[src/rtl/scom_bridge_pkg.sv]
package scom_bridge_pkg;

  typedef enum logic [1:0] {
    TGT_FWD     = 2'd0,
    TGT_CHIPID  = 2'd1,
    TGT_QUIET   = 2'd2,
    TGT_BADSIZE = 2'd3
  } tgt_e;

  typedef enum logic [1:0] {
    ST_IDLE = 2'd0,
    ST_FWD  = 2'd1,
    ST_RESP = 2'd2
  } st_e;

  localparam logic [1:0]  SIZE_8B    = 2'd3;
  localparam logic [31:0] CHIPID_IDX = 32'h000F_000F;

  function automatic logic is_quiet(input logic [31:0] i);
    case (i)
      32'h0202_0009, 32'h0009_0013, 32'h0101_0C03, 32'h0201_3802,
      32'h000F_0034, 32'h0102_0013, 32'h0009_0018, 32'h0201_302A,
      32'h0202_000F, 32'h0101_0C00, 32'h0009_0012, 32'h0201_3801,
      32'h000F_0033, 32'h0102_0014, 32'h0202_0007, 32'h0201_3028:
        return 1'b1;
      default: return 1'b0;
    endcase
  endfunction

  function automatic logic [63:0] swap_bytes(input logic [63:0] d);
    logic [63:0] r;
    for (int b = 0; b < 8; b++) r[8*b +: 8] = d[8*(7-b) +: 8];
    return r;
  endfunction

endpackage

[src/rtl/scom_addr_fold.sv]
module scom_addr_fold #(
  parameter int ADDR_W   = 32,
  parameter int WIN_LOG2 = 30,
  localparam int IW      = WIN_LOG2 - 3
) (
  input  logic              mode_div8,
  input  logic [ADDR_W-1:0] addr,
  output logic [IW-1:0]     idx
);
  logic [WIN_LOG2-1:0] win_addr;
  logic [IW-1:0]       idx_packed;
  logic [IW-1:0]       idx_div8;
  logic                unused_addr_bits;

  assign win_addr = addr[WIN_LOG2-1:0];

  generate
    if (ADDR_W > WIN_LOG2) begin : g_hi
      assign unused_addr_bits = ^{addr[ADDR_W-1:WIN_LOG2], win_addr[7], win_addr[2:0]};
    end else begin : g_nohi
      assign unused_addr_bits = ^{win_addr[7], win_addr[2:0]};
    end
  endgenerate

  assign idx_packed = {1'b0, win_addr[WIN_LOG2-1:8], win_addr[6:3]};
  assign idx_div8   = win_addr[WIN_LOG2-1:3];
  assign idx        = mode_div8 ? idx_div8 : idx_packed;
endmodule

[src/rtl/scom_local_decode.sv]
module scom_local_decode
  import scom_bridge_pkg::*;
#(
  parameter int IW = 27
) (
  input  logic [IW-1:0] idx,
  input  logic [1:0]    size,
  output tgt_e          tgt
);
  logic [31:0] idx32;
  assign idx32 = 32'(idx);

  always_comb begin
    if (size != SIZE_8B)            tgt = TGT_BADSIZE;
    else if (idx32 == CHIPID_IDX)   tgt = TGT_CHIPID;
    else if (is_quiet(idx32))       tgt = TGT_QUIET;
    else                            tgt = TGT_FWD;
  end
endmodule

[src/rtl/scom_status.sv]
module scom_status (
  input  logic       clk,
  input  logic       rst,
  input  logic [1:0] set,
  input  logic [1:0] clr,
  output logic [1:0] q
);
  always_ff @(posedge clk) begin
    if (rst) q <= 2'b00;
    else     q <= (q & ~clr) | set;
  end

  p_sticky_r10: assert property (@(posedge clk) disable iff (rst)
    (clr == 2'b00) |=> ((q & $past(q)) == $past(q)));

  p_done_set_r8: assert property (@(posedge clk) disable iff (rst)
    set[0] |=> q[0]);
endmodule

[src/rtl/scom_bridge.sv]
module scom_bridge
  import scom_bridge_pkg::*;
#(
  parameter int          ADDR_W   = 32,
  parameter int          WIN_LOG2 = 30,
  parameter logic [63:0] CHIP_ID  = 64'h0000_00C0_FFEE_0042,
  localparam int         IW       = WIN_LOG2 - 3
) (
  input  logic                clk,
  input  logic                rst,
  input  logic                fold_mode,
  input  logic                req_valid,
  input  logic                req_we,
  input  logic [1:0]          req_size,
  input  logic [ADDR_W-1:0]   req_addr,
  input  logic [63:0]         req_wdata,
  output logic                req_ready,
  output logic [63:0]         req_rdata,
  output logic                req_err,
  output logic                ds_valid,
  output logic                ds_we,
  output logic [WIN_LOG2-1:0] ds_addr,
  output logic [63:0]         ds_wdata,
  input  logic                ds_ready,
  input  logic [63:0]         ds_rdata,
  input  logic                ds_err,
  input  logic [1:0]          stat_clr,
  output logic [1:0]          status
);
  st_e           st_q;
  logic [IW-1:0] idx;
  tgt_e          tgt;
  logic [63:0]   rdata_q;
  logic          err_q;
  logic [1:0]    stat_set;

  scom_addr_fold #(.ADDR_W(ADDR_W), .WIN_LOG2(WIN_LOG2)) u_fold (
    .mode_div8 (fold_mode),
    .addr      (req_addr),
    .idx       (idx)
  );

  scom_local_decode #(.IW(IW)) u_dec (
    .idx  (idx),
    .size (req_size),
    .tgt  (tgt)
  );

  always_ff @(posedge clk) begin
    if (rst) begin
      st_q     <= ST_IDLE;
      rdata_q  <= '0;
      err_q    <= 1'b0;
      ds_we    <= 1'b0;
      ds_addr  <= '0;
      ds_wdata <= '0;
    end else begin
      case (st_q)
        ST_IDLE: if (req_valid) begin
          if (tgt == TGT_FWD) begin
            ds_addr  <= {idx, 3'b000};
            ds_we    <= req_we;
            ds_wdata <= swap_bytes(req_wdata);
            st_q     <= ST_FWD;
          end else begin
            rdata_q <= (tgt == TGT_CHIPID && !req_we) ? swap_bytes(CHIP_ID) : 64'd0;
            err_q   <= (tgt == TGT_BADSIZE);
            st_q    <= ST_RESP;
          end
        end
        ST_FWD: if (ds_ready) begin
          rdata_q <= (ds_err || ds_we) ? 64'd0 : swap_bytes(ds_rdata);
          err_q   <= ds_err;
          st_q    <= ST_RESP;
        end
        default: st_q <= ST_IDLE;
      endcase
    end
  end

  always_comb begin
    stat_set = 2'b00;
    if (st_q == ST_IDLE && req_valid && tgt != TGT_FWD)
      stat_set = {tgt == TGT_BADSIZE, 1'b1};
    else if (st_q == ST_FWD && ds_ready)
      stat_set = {ds_err, 1'b1};
  end

  scom_status u_stat (
    .clk (clk),
    .rst (rst),
    .set (stat_set),
    .clr (stat_clr),
    .q   (status)
  );

  assign req_ready = (st_q == ST_RESP);
  assign req_rdata = rdata_q;
  assign req_err   = err_q;
  assign ds_valid  = (st_q == ST_FWD);

  p_ready_pulse_r11: assert property (@(posedge clk) disable iff (rst)
    req_ready |=> !req_ready);

  p_ds_hold_r11: assert property (@(posedge clk) disable iff (rst)
    (ds_valid && !ds_ready) |=> (ds_valid && $stable(ds_addr)));

  p_err_status_r9: assert property (@(posedge clk) disable iff (rst)
    (req_ready && req_err) |-> (status == 2'b11));

  p_err_zero_r9: assert property (@(posedge clk) disable iff (rst)
    (req_ready && req_err) |-> (req_rdata == 64'd0));
endmodule

[config.mk]
export PLATFORM = sky130hd
export DESIGN_NAME = scom_bridge
export DESIGN_NICKNAME = d
export VERILOG_FILES = /design/src/rtl/scom_bridge_pkg.sv /design/src/rtl/scom_addr_fold.sv /design/src/rtl/scom_local_decode.sv /design/src/rtl/scom_status.sv /design/src/rtl/scom_bridge.sv
export SDC_FILE = /design/constraint.sdc
export NUM_CORES = 1
export LEC_CHECK = 0
export BUFFER_PORTS_ARGS = -buffer_cell sky130_fd_sc_hd__buf_2
export CAP_MARGIN = 10
export CORE_MARGIN = 4
export CORE_UTILIZATION = 30
export DETAILED_ROUTE_END_ITERATION = 16
export GPL_TIMING_DRIVEN = 1
export PLACE_DENSITY = 0.57
export SYNTH_ARGS = -nofsm -noshare
export SYNTH_HDL_FRONTEND = slang
export SYNTH_HIERARCHICAL = 1
export SYNTH_SLANG_ARGS = --single-unit
[constraint.sdc]
create_clock -name clk -period 3 [get_ports clk]
set_clock_uncertainty 0.1 [all_clocks]
set_input_delay 0.15 -clock clk [delete_from_list [all_inputs] [get_ports clk]]
set_output_delay 0.15 -clock clk [all_outputs]
set_load 0.03 [all_outputs]
* Yosys cells after proc, flatten, opt, wreduce, memory -nomap -nowiden
Index checks and enable logic that the tools add are counted.
Operators by class: muxes and demuxes 23, reductions and logical operators 14, bitwise logic cells 3, eq/ne operators 25
Operators by type and width (count):
- 2-to-1 mux 64 bit | 4
- == test 27 x 26 -> 1 bit (second input constant) | 7
- == test 27 x 20 -> 1 bit (second input constant) | 6
- case mux 64 bit (2 select lines) | 1
- == test 27 x 25 -> 1 bit (second input constant) | 4
- 2-to-1 mux 63 bit | 1
- 2-to-1 mux 27 bit | 1
- 2-to-1 mux 2 bit | 8
- OR reduction 16 bit | 1
- 2-to-1 mux 1 bit | 6
- inequality test 2 bit (second input constant) | 3
- == test 2 x 1 -> 1 bit (second input constant) | 2
- == test 2 bit (second input constant) | 2
- logical AND 1 bit | 4
- logical NOT 2 bit | 2
- case mux 2 bit (2 select lines) | 1
- AND reduction 4 bit | 1
- nonzero test 2 bit | 2
- AND reduction 3 bit | 1
- AND 2 bit | 1
- inequality test 2 x 1 -> 1 bit (second input constant) | 1
- NOT 2 bit | 1
- bitwise OR 2 bit | 1
- case mux 1 bit (2 select lines) | 1
- 3 further kinds | 3
Word-level totals: register bits 161, input port bits 171

* Longest topological paths before layout
Gate-level depths: netlist of run 1.
depth after elaboration 15, mapped depth 14, mapped depth without buffers 11

* Modules after synthesis
Netlist of run 1, hierarchy kept.
By module, submodules not included:
- scom_bridge | cells each 691, area each 5974.5 um^2, instances 1
- scom_local_decode | cells each 53, area each 357.8 um^2, instances 1
- scom_addr_fold | cells each 29, area each 306.5 um^2, instances 1
- scom_status | cells each 8, area each 70.1 um^2, instances 1

* Worst setup path before layout of run 1
OpenSTA, ideal clock, no wires.
kind input port to flip-flop, start input fold_mode, end register rdata_q[39] (netlist: req_rdata[39]), setup slack 31 ps, cell stages on the path 13, arrival 2752 ps, cells stage by stage buf_6 -> mux2_2 -> nor4_1 -> nand2_1 -> nor4b_1 -> a22oi_1 -> nand2_1 -> o21ai_0 -> o21a_1 -> buf_2 -> buf_2 -> a2111o_1 -> o211a_1
On the way: cells in the longest elaborated chain, start to end 15, elaborated cells on any way between the ends 34
Ends and longest elaborated chain:
- start, declared | RTL line scom_bridge.sv:11 | input logic fold_mode,
- 2-to-1 mux 27 bit * | RTL line scom_addr_fold.sv:27 | assign idx = mode_div8 ? idx_div8 : idx_packed;
- named net idx[13] | RTL line scom_bridge.sv:31 | logic [IW-1:0] idx;
- == test 27 x 26 -> 1 bit, or another cell as far along | RTL line scom_bridge_pkg.sv:20 | case (i)
- OR reduction 16 bit | RTL line scom_bridge_pkg.sv:20
- 2-to-1 mux 1 bit | RTL line scom_bridge_pkg.sv:20
- 2-to-1 mux 1 bit | RTL line scom_local_decode.sv:15 | else if (idx32 == CHIPID_IDX) tgt = TGT_CHIPID;
- 2-to-1 mux 1 bit | RTL line scom_local_decode.sv:14 | if (size != SIZE_8B) tgt = TGT_BADSIZE;
- 2-to-1 mux 2 bit | RTL line scom_local_decode.sv:16 | else if (is_quiet(idx32)) tgt = TGT_QUIET;
- 2-to-1 mux 2 bit * | RTL line scom_local_decode.sv:15
- 2-to-1 mux 2 bit * | RTL line scom_local_decode.sv:14
- named net tgt[1] | RTL line scom_bridge.sv:32 | tgt_e tgt;
- == test 2 x 1 -> 1 bit | RTL line scom_bridge.sv:66 | rdata_q <= (tgt == TGT_CHIPID && !req_we) ? swap_bytes(CHIP_ID) : 64'd0;
- logical AND 1 bit | RTL line scom_bridge.sv:66
- 2-to-1 mux 63 bit | RTL line scom_bridge.sv:66
- 2-to-1 mux 64 bit | RTL line scom_bridge.sv:60 | if (tgt == TGT_FWD) begin
- 2-to-1 mux 64 bit | RTL line scom_bridge.sv:59 | ST_IDLE: if (req_valid) begin
- case mux 64 bit (2 select lines) | RTL line scom_bridge.sv:58 | case (st_q)
- end signal, assigned | RTL line scom_bridge.sv:66
- end signal, assigned | RTL line scom_bridge.sv:72 | rdata_q <= (ds_err || ds_we) ? 64'd0 : swap_bytes(ds_rdata);
- end, declared | RTL line scom_bridge.sv:33 | logic [63:0] rdata_q;
The timed path passes the listed nets; every way through them passes the cells marked *. The select of a mux whose other input is x is not followed. A chain may end at the register's enable or synchronous reset.

* Worst setup path after layout of run 1
start input fold_mode, end register rdata_q[31] (netlist: req_rdata[31])
The elaborated chain is that of the path after synthesis.

==> results of run 1 <==
==> through the flow <==
step           area [um^2]  util, %  worst slack [ps]  TNS [ps]
2_1_floorplan         6720        -              31.4         0
3_3_place_gp          8920     40.7              -240    -26790
3_5_place_dp          8920     40.7              -278    -31280
4_1_cts              10900     49.6               155         0
5_1_grt              11000     50.1              66.2         0
6_report             11000     50.1               206         0
==> critical path, stage by stage <==
cell and delay [ps]:
clkbuf_4 200, mux2_2 360, nor3b_1 380, or4b_4 510
a211oi_2 190, nor4_1 70, nand2_1 110, o21ai_0 90
o21a_1 250, buf_4 190, a2111o_1 380, o211a_1 130
==> state kept, by name, indices dropped and copies added, names as in the netlist <==
signal / count
ds_addr: 27
ds_wdata: 64
ds_we: 1
req_err: 1
req_rdata: 64
st_q: 2
u_stat/q: 2
==> cell usage in the layout, fill, tap and decap left out, types with 3 or more instances in the layout <==
cell type	synthesis	layout
nand2b_1	4	4
clkbuf_16	0	19
dlygate4sd3_1	0	135
buf_2	19	324
nor2_1	8	7
conb_1	1	3
inv_8	0	4
a21oi_1	97	97
mux2i_1	48	48
nand2_1	284	283
a2111o_1	18	18
clkinv_4	0	3
inv_1	4	3
nand3_1	4	4
buf_12	0	9
nand4_1	7	7
mux2_2	22	22
inv_6	0	3
o211a_1	18	18
dfxtp_1	161	161
buf_4	8	52
nor4_1	8	7
nor4b_1	4	4
==> cells in the mapped netlist (2+ instances only) <==
| cell | n |
|---|---|
| nand2_1 | 284 |
| dfxtp_1 | 161 |
| a21oi_1 | 97 |
| mux2i_1 | 48 |
| clkbuf_1 | 33 |
| mux2_2 | 22 |
| buf_2 | 19 |
| a2111o_1 | 18 |
| o211a_1 | 18 |
| buf_4 | 8 |
| nor2_1 | 8 |
| nor4_1 | 8 |
| nand4_1 | 7 |
| buf_6 | 6 |
| inv_1 | 4 |
| nand2b_1 | 4 |
| nand3_1 | 4 |
| nor4b_1 | 4 |
| and2_1 | 3 |
| nor2b_1 | 2 |
| nor3b_1 | 2 |
| nor4b_4 | 2 |
==> layer usage <==
layer / up-vias / GRT usage [%]
li1: 3610 / -
met1: 3312 / 23.0
met2: 283 / 31.3
met3: 26 / 6.68
met4: 2 / 5.33
met5: - / 0
==> report_power, final <==
group / total [W] / leakage, nW / switching [W] / internal (W)
logic: 0.000749 / 3.47 / 0.000360 / 0.000389
clock network: 0.00218 / 0.289 / 0.000986 / 0.00120
registers: 0.00220 / 1.30 / 0.0000216 / 0.00217
total: 0.00513 / 5.06 / 0.00137 / 0.00376
==> worst paths after layout <==
check	cells past startpoint	slack (ps)	end
worst min register to register	2	350	ds_wdata[53]
worst max register to register	6	970	req_rdata[23]
worst min-delay path	2	30	ds_wdata[43]
worst max-delay path	12	210	req_rdata[31]
==> logic make-up (layout without fill, tap and decap cells) <==
family,count (synthesis),after routing
AND/OR/NAND/NOR,338,338
multiplexers,70,70
other,1,4
flip-flops,161,161
buffers and inverters,70,562
XOR/XNOR,1,1
AO/OA/AOI/OAI,140,140
==> what timing repair did <==
action | CTS | global route
hold endpoints to repair | 135 | 0
hold buffers | 135 | 0
setup buffers | 0 | 3
resized for setup | 0 | 5
setup endpoints to repair | 0 | 101
==> layout make-up <==
cell class	instances	area, um^2
Inverter	4	15.0
Tap cell	280	350
Fill cell	2080	10900
Clock inverter	14	145
Timing Repair Buffer	526	3650
Sequential cell	161	3220
Multi-Input combinational cell	552	3150
Clock buffer	18	439
Antenna cell	1	2.50
==> flow_summary.toml, run 1 <==
[run_status]
outcome = "completed"

[critical_path]
reg2reg_from = "ds_we"
critPathLaunchType = "input pin"
crit_arrival_ps = 3010
critical_path.endpoint_type = "flip-flop"
crit_path_max_fanout = 8
crit_start = "fold_mode"
crit_type = "input pin to flip-flop"
required_ps = 3220

[floorplan]
start_util_pct = 30.6
core_um2 = 21900
die_h_um = 158
die_w_um = 158
die-area_um2 = 24800
pin_count = 335
num_rows = 54

[synth]
synth_area_leader_cell = "dfxtp_1"
syn_area_per_cell_um2 = 8.59
netlist.area_leader.share_pct = 48.0
netlist_top_cells_area = "dfxtp_1 48%, nand2_1 16%, a21oi_1 7.2%"
synth-xor-area-share_pct = 0.131
ys_ff_latch = 161
synthAdderAreaFrac_pct = 0
synth_mux_area_share_pct = 10.9
yosys.area_share.simple_pct = 21.7
synth_compound_area_share_pct = 13.8
synthDistinctLibCells = 41
synth_top_family_by_area = "simple AND/OR/NAND/NOR gates"
yosysSeqAreaShare_pct = 48.0
syn-cell-area_um2 = 6710
ys.flop_type = "dfxtp_1"
netlist_instances = 781
synth_edf_count = 0
async_flop_share_pct = 0
yosysWarnings = 6

[placement]
dp_hpwl_um = 16700
io_buffers = 326
place_inst = 1383
place.gp.congestion = 0.866

[sta]
timing.final.crit_share_pct = 93.1
period_needed_ps = 2790
worst-slew-pin-transition_ps = 739
finalHoldViolCount = 0
max_slew_margin_pct = 50.7
holdWs_ps = 30.0
setup-violations-final = 0
rsz0062_at_grt = "false"
clock.fmax_mhz = 358
slew_viol_final = 0

[worst_hold_path]
holdCritStartpoint = "rst"
holdCritPathClass = "input pin to flip-flop"

[finish]
syn2layout_area_growth_pct = 63.6
fin_cells = 1556
nets = 1433
drive_above_1_share_pct = 35.8

[grt]
grt_overflow = 0
grt_pass1_vias = 7164
track_usage_pct = 18.8
grt_pass1_wl_um = 37600
antenna_found_initial = 2
grt_start_max_net_pins = 81

[drt]
postRouteAntennaNets = 0
dr.pass1.iters = 4
postRouteWirelength_um = 24600
drc_errors = 0
route.met3.wl_um = 2300
wl_met2_um = 11600
viasPerCell = 4.65
drt_iter0_drc = 364
num_vias = 7233
highest_layer = "met5"
wl_met1_um = 10400
wl_per_cell_um = 15.8

[cts]
cts_tree = "yes"
clk_path_buf_depth = 2
cts.sinks = 161
htree_levels = 4
clk_pin_slew_ps = 70
cts-root-buf = "clkbuf_16"
insertion_delay_ps = 410
cts_made_buffers = 17

[power]
power_density_nw_per_um2 = 467
fin_total_pwr_w = 0.00513
leakage_nw = 5.06
peakVddDrop_mv = 0.307

[run]
drv_cap = 0
(Power assumes the default switching activity.)
==> run 2, diff against run 1 <==
--- a/config.mk
+++ b/config.mk
@@ -5,13 +5,14 @@
 export SDC_FILE = /design/constraint.sdc
 export NUM_CORES = 1
 export LEC_CHECK = 0
-export BUFFER_PORTS_ARGS = -buffer_cell sky130_fd_sc_hd__buf_2
+export BUFFER_PORTS_ARGS = -buffer_cell sky130_fd_sc_hd__buf_4
 export CAP_MARGIN = 10
 export CORE_MARGIN = 4
 export CORE_UTILIZATION = 30
 export DETAILED_ROUTE_END_ITERATION = 16
 export GPL_TIMING_DRIVEN = 1
 export PLACE_DENSITY = 0.57
+export RECOVER_POWER = 50
 export SYNTH_ARGS = -nofsm -noshare
 export SYNTH_HDL_FRONTEND = slang
 export SYNTH_HIERARCHICAL = 1
==> run 2 against run 1 <==
  * Core utilization increased by 0.12 points
  * Global-route usage about the same
  * Combinational power increased by 4.3%
  * Critical path depth did not move
  * Flip-flop and latch count unchanged
  * Worst hold slack gained 35 ps
  * First-iteration DRC count rose by 11%
  * Maximum frequency rose by 0.39%
  * Critical endpoint is now req_rdata[41]
  * Via count decreased by 0.75%
  * Routed wire length up 1.0%
  * Count of clock-buffer cells in the layout is the same
  * Final cell count fell by 1.0%
==> flow_summary.toml, run 2 (same netlist as run 1, synthesis figures left out) <==
[critical_path]
cp_slowest_cell = "or4b_4"
critical_path.endpoint_type = "flip-flop"
cpPeakStageDelay_ps = 510
path_delay_family = "compound AO/OA/AOI/OAI gates"
critPathLaunchType = "input pin"
crit_chain = "buf_4 > mux2_2 > nor3b_1 > or4b_4 > a211oi_2 > nor4_1 > nand2_1 > o21ai_0 > o21a_1 > buf_4 > a2111o_1 > o211a_1"
crit_path_max_fanout = 13
crit_arrival_ps = 3000
required_ps = 3210
rrSetupSlack_ps = 960
r2r-end = "req_rdata[26]"
crit_top_cell = "buf_4"
reg2reg_depth = 5
path_buf_inv = 2
crit_type = "input pin to flip-flop"
reg2reg_from = "ds_we"

[sta]
setup-violations-final = 0
max_slew_margin_pct = 28.4
slew_viol_final = 0
worst-slew-pin-transition_ps = 1070
finalHoldViolCount = 0
holdWs_ps = 64.8
rsz0062_at_grt = "false"
period_needed_ps = 2780
fin_ws_ps = 217
tns_ps = 0
clock.fmax_mhz = 359
timing.final.crit_share_pct = 92.8

[drt]
viasPerCell = 4.66
dr.pass1.iters = 4
postRouteWirelength_um = 24900
wl_per_cell_um = 16.1
postRouteAntennaNets = 0
num_vias = 7179
drt_iter0_drc = 403
drc_errors = 0

[floorplan]
num_rows = 54
die-area_um2 = 24800
die_h_um = 158
core_um2 = 21900
start_util_pct = 30.6
pin_count = 335
die_w_um = 158

[run]
drv_cap = 0

[cts]
htree_levels = 4
insertion_delay_ps = 410
cts.sinks = 161
clk_pin_slew_ps = 70
cts_tree = "yes"
clk_path_buf_depth = 2
cts-root-buf = "clkbuf_16"
cts_made_buffers = 17

[power]
seqPwrFrac_pct = 42.4
p_switching_w = 0.00139
p_sw_share_pct = 26.8
intPower_w = 0.00379
power_density_nw_per_um2 = 471
clockPowerShare_pct = 42.5
leakage_nw = 4.39
pwr-share-comb_pct = 15.1
peakVddDrop_mv = 0.272

[placement]
placed_cell_area_um2 = 9590
io_buffers = 326
dp_hpwl_um = 16900
place_inst = 1370
pre_cts_ws_ps = -257
place.gp.congestion = 0.818

[finish]
syn2layout_area_growth_pct = 64.0
drive_above_1_share_pct = 22.3
final_cell_mix = "283 x nand2_1, 206 x buf_4, 161 x dfxtp_1, 161 x clkbuf_1, 136 x dlygate4sd3_1"
nets = 1418
multi_input_area_um2 = 3160
fin_cells = 1540
n_fill_cell = 2201
fin_area_um2 = 11000
layout_commonest_cell = "nand2_1"
final-seq-area_um2 = 3220

[grt]
grt_pass1_wl_um = 37600
grt_pass1_vias = 7106
antenna_found_initial = 1
grt_overflow = 0
track_usage_pct = 18.8
grt_start_max_net_pins = 97

[run_status]
outcome = "completed"

[worst_hold_path]
hold_path_end = "ds_addr[26]"
holdCritStartpoint = "req_addr[26]"
hold_depth = 4
holdCritPathClass = "input pin to flip-flop"
==> run 2: changes by cell type in the layout (fill, tap and decap cells not counted), moves of 3 or more <==
cell,change
buf_4,+154
buf_12,-3
buf_2,-324
clkbuf_1,+161
clkinv_4,-3
==> run 2: stage by stage <==
| stage | utilization [%] | power, W |
|---|---|---|
| 2_1_floorplan | - | 0.00256 |
| 6_report | 50.3 | 0.00518 |
| 5_1_grt | 50.3 | 0.00539 |
| 3_5_place_dp | 43.8 | 0.00290 |
| 3_3_place_gp | 43.8 | 0.00290 |
| 4_1_cts | 52.7 | 0.00527 |
==> run 2: worst reg2reg max path: cells and delay by family (launching register included) <==
kind | cells | cell delay [ps]
simple gates | 3 | 980
mux | 1 | 150
buf+inv | 1 | 340
flops | 1 | 400
==> run 2: cell type report <==
| type | count | area share, % |
|---|---|---|
| Timing Repair Buffer | 511 | 33.3 |
| Sequential cell | 161 | 29.3 |
| Multi-Input combinational cell | 552 | 28.7 |
| Clock buffer | 18 | 3.99 |
| Tap cell | 280 | 3.18 |
| Clock inverter | 13 | 1.29 |
| Inverter | 4 | 0.136 |
| Antenna cell | 1 | 0.0227 |
==> run 2: how the worst max path moves through the flow <==
stage | startpoint | slack (ps) | depth (start not counted) | endpoint
finish | fold_mode | 220 | 12 | req_rdata[41]
global placement | fold_mode | -190 | 11 | req_rdata[33]
global route | fold_mode | 20 | 15 | ds_wdata[49]
floorplan | fold_mode | 30 | 13 | req_rdata[39]
detailed placement | fold_mode | -260 | 11 | req_rdata[38]
CTS | req_addr[3] | 150 | 12 | req_rdata[36]
==> run 2: per-layer routing <==
metal	share of wire [%]	global-route usage [%]	vias up
met2	46	30.9	284
met4	1.4	4.34	0
met5	0	0	-
met1	43	23.7	3302
met3	9.1	6.74	23
li1	-	-	3570
==> run 2: timing repair <==
action	4_1_cts	5_1_grt
setup buffers	0	1
endpoints found under the setup margin	0	56
hold buffers	136	0
gates resized for setup	0	4
endpoints found under the hold margin	136	0
==> run 2: power groups by stage <==
stage	clock network, W	logic (W)	registers, W
after floorplan	0	0.000246	0.00231
after global placement	0	0.000651	0.00225
after detailed placement	0	0.000650	0.00225
after CTS	0.00227	0.000801	0.00220
after global routing	0.00236	0.000837	0.00220
final	0.00220	0.000781	0.00220
==> run 3, diff against run 2 <==
--- a/config.mk
+++ b/config.mk
@@ -7,7 +7,7 @@
 export LEC_CHECK = 0
 export BUFFER_PORTS_ARGS = -buffer_cell sky130_fd_sc_hd__buf_4
 export CAP_MARGIN = 10
-export CORE_MARGIN = 4
+export CORE_MARGIN = 5
 export CORE_UTILIZATION = 30
 export DETAILED_ROUTE_END_ITERATION = 16
 export GPL_TIMING_DRIVEN = 1
==> run 3 against run 2 <==
  * Routed wire length decreased by 1.6%
  * Clock power increased by 2%
  * Setup slack improved by 38 ps
  * Sequential share of layout area increased by 0.073 points
  * Worst hold slack improved by 4.7 ps
  * First-iteration DRC count decreased by 11%
  * Core utilization decreased by 0.13 points
  * Sequential power about the same
  * Critical path depth unchanged
  * Flip-flop and latch count unchanged
  * Count of clock-buffer cells in the layout unchanged
  * Via count decreased by 0.42%
  * Highest routed layer unchanged
==> flow_summary.toml, run 3 (same netlist as run 1, synthesis figures left out) <==
[run_status]
outcome = "completed"

[critical_path]
critPathLaunchType = "input pin"
required_ps = 3210
crit_chain = "dlygate4sd3_1 > buf_4 > xnor2_1 > or4b_4 > a211oi_2 > nor4_1 > nand2_1 > o21ai_0 > o21a_1 > buf_4 > a2111o_1 > o211a_1"
cpPeakStageDelay_ps = 540
critical_path.endpoint_type = "flip-flop"
crit_arrival_ps = 2950
rrSetupSlack_ps = 980
crit_path_max_fanout = 10
cp_slowest_cell = "dlygate4sd3_1"
crit_type = "input pin to flip-flop"
crit_top_cell = "buf_4"

[sta]
timing.final.crit_share_pct = 91.5
worst-slew-pin-transition_ps = 738
period_needed_ps = 2750
rsz0062_at_grt = "false"
clock.fmax_mhz = 364
slew_viol_final = 0
finalHoldViolCount = 0
max_slew_margin_pct = 50.8
fin_ws_ps = 255
setup-violations-final = 0

[grt]
track_usage_pct = 18.5
antenna_found_initial = 0
grt_pass1_vias = 7157
grt_pass1_wl_um = 39200
grt_start_max_net_pins = 94
grt_overflow = 0

[cts]
clk_path_buf_depth = 2
cts.sinks = 161
clk_pin_slew_ps = 60
insertion_delay_ps = 410
cts_setup_buffers = 0
cts_tree = "yes"
cts_made_buffers = 17
cts-root-buf = "clkbuf_16"
htree_levels = 4

[finish]
nets = 1419
final_cell_mix = "283 x nand2_1, 212 x buf_4, 161 x clkbuf_1, 161 x dfxtp_1, 136 x dlygate4sd3_1"
antenna_cells = 0
layout_commonest_cell = "nand2_1"
fin_cells = 1541
fin_area_um2 = 11000
drive_above_1_share_pct = 22.4
syn2layout_area_growth_pct = 63.6

[placement]
place.gp.congestion = 0.786
place_inst = 1373
placed_cell_area_um2 = 9600
dp_hpwl_um = 16800
io_buffers = 326
pre_cts_ws_ps = -236

[drt]
postRouteAntennaNets = 0
drt_iter0_drc = 358
postRouteWirelength_um = 24400
drc_errors = 0
num_vias = 7149
viasPerCell = 4.64
dr.pass1.iters = 4
wl_per_cell_um = 15.9

[floorplan]
pin_count = 335
start_util_pct = 30.6
num_rows = 54
die_w_um = 160
die-area_um2 = 25500
die_h_um = 160
core_um2 = 21900

[run]
drv_cap = 0

[power]
power_density_nw_per_um2 = 474
peakVddDrop_mv = 0.313
leakage_nw = 4.39

[worst_hold_path]
holdCritPathClass = "input pin to flip-flop"
run 3: cell count changes in the layout (fill, tap and decap cells not counted), sizes merged:
| cell | before | now |
|---|---|---|
| buf | 213 | 216 |
| clkinv | 0 | 3 |
| clkbuf | 180 | 178 |
| inv | 13 | 11 |
| bufinv | 1 | 2 |
| clkinvlp | 3 | 2 |
| diode | 1 | 0 |
run 3: area by class of cell:
type | count | area (um^2)
Sequential cell | 161 | 3220
Clock inverter | 14 | 168
Timing Repair Buffer | 512 | 3630
Fill cell | 2172 | 10900
Inverter | 4 | 15.0
Clock buffer | 18 | 429
Multi-Input combinational cell | 552 | 3160
Tap cell | 280 | 350
run 3: per-layer routing:
layer / wire length [um] / part of all wire (%) / track usage, % / vias up
met5: 0 / 0 / 0 / -
met4: 252 / 1.0 / 3.61 / 0
met3: 2250 / 9.2 / 7.30 / 17
met2: 11300 / 46 / 29.7 / 274
met1: 10600 / 43 / 23.9 / 3283
li1: - / - / - / 3575
run 3: report_power, final:
group	internal [W]	leakage, nW	switching, W	total [W]
clock	0.00126	0.286	0.000978	0.00224
combinational	0.000415	2.80	0.000358	0.000773
sequential	0.00217	1.30	0.0000208	0.00220
run 3: path summary, 6_finish.rpt:
kind           startpoint       endpoint  depth (start not counted)
max           req_addr[3]  req_rdata[47]                         12
min          req_addr[25]    ds_addr[24]                          4
max reg2reg       st_q[0]  req_rdata[15]                          6
min reg2reg  ds_wdata[47]   ds_wdata[47]                          2
run 3: what timing repair did:
action,4_1_cts,5_1_grt
endpoints found under the hold margin,136,0
resized for setup,0,2
hold buffers,136,0
endpoints found under the setup margin,0,26
run 3: stage by stage:
| step | power, W | util, % | TNS (ps) | hold WS (ps) |
|---|---|---|---|---|
| global placement | 0.00290 | 43.9 | -13140 | 297 |
| global route | 0.00544 | 50.1 | 0 | 71.0 |
| detailed placement | 0.00290 | 43.9 | -15590 | 306 |
| floorplan | 0.00256 | - | 0 | 119 |
| finish | 0.00520 | 50.1 | 0 | 69.4 |
| CTS | 0.00532 | 52.8 | 0 | 43.7 |
run 3: critical path, delay by kind of cell:
family          cells  cell delay (ps)
compound gates      5             1060
xor+xnor            1              140
buf+inv             3              930
simple gates        3              680
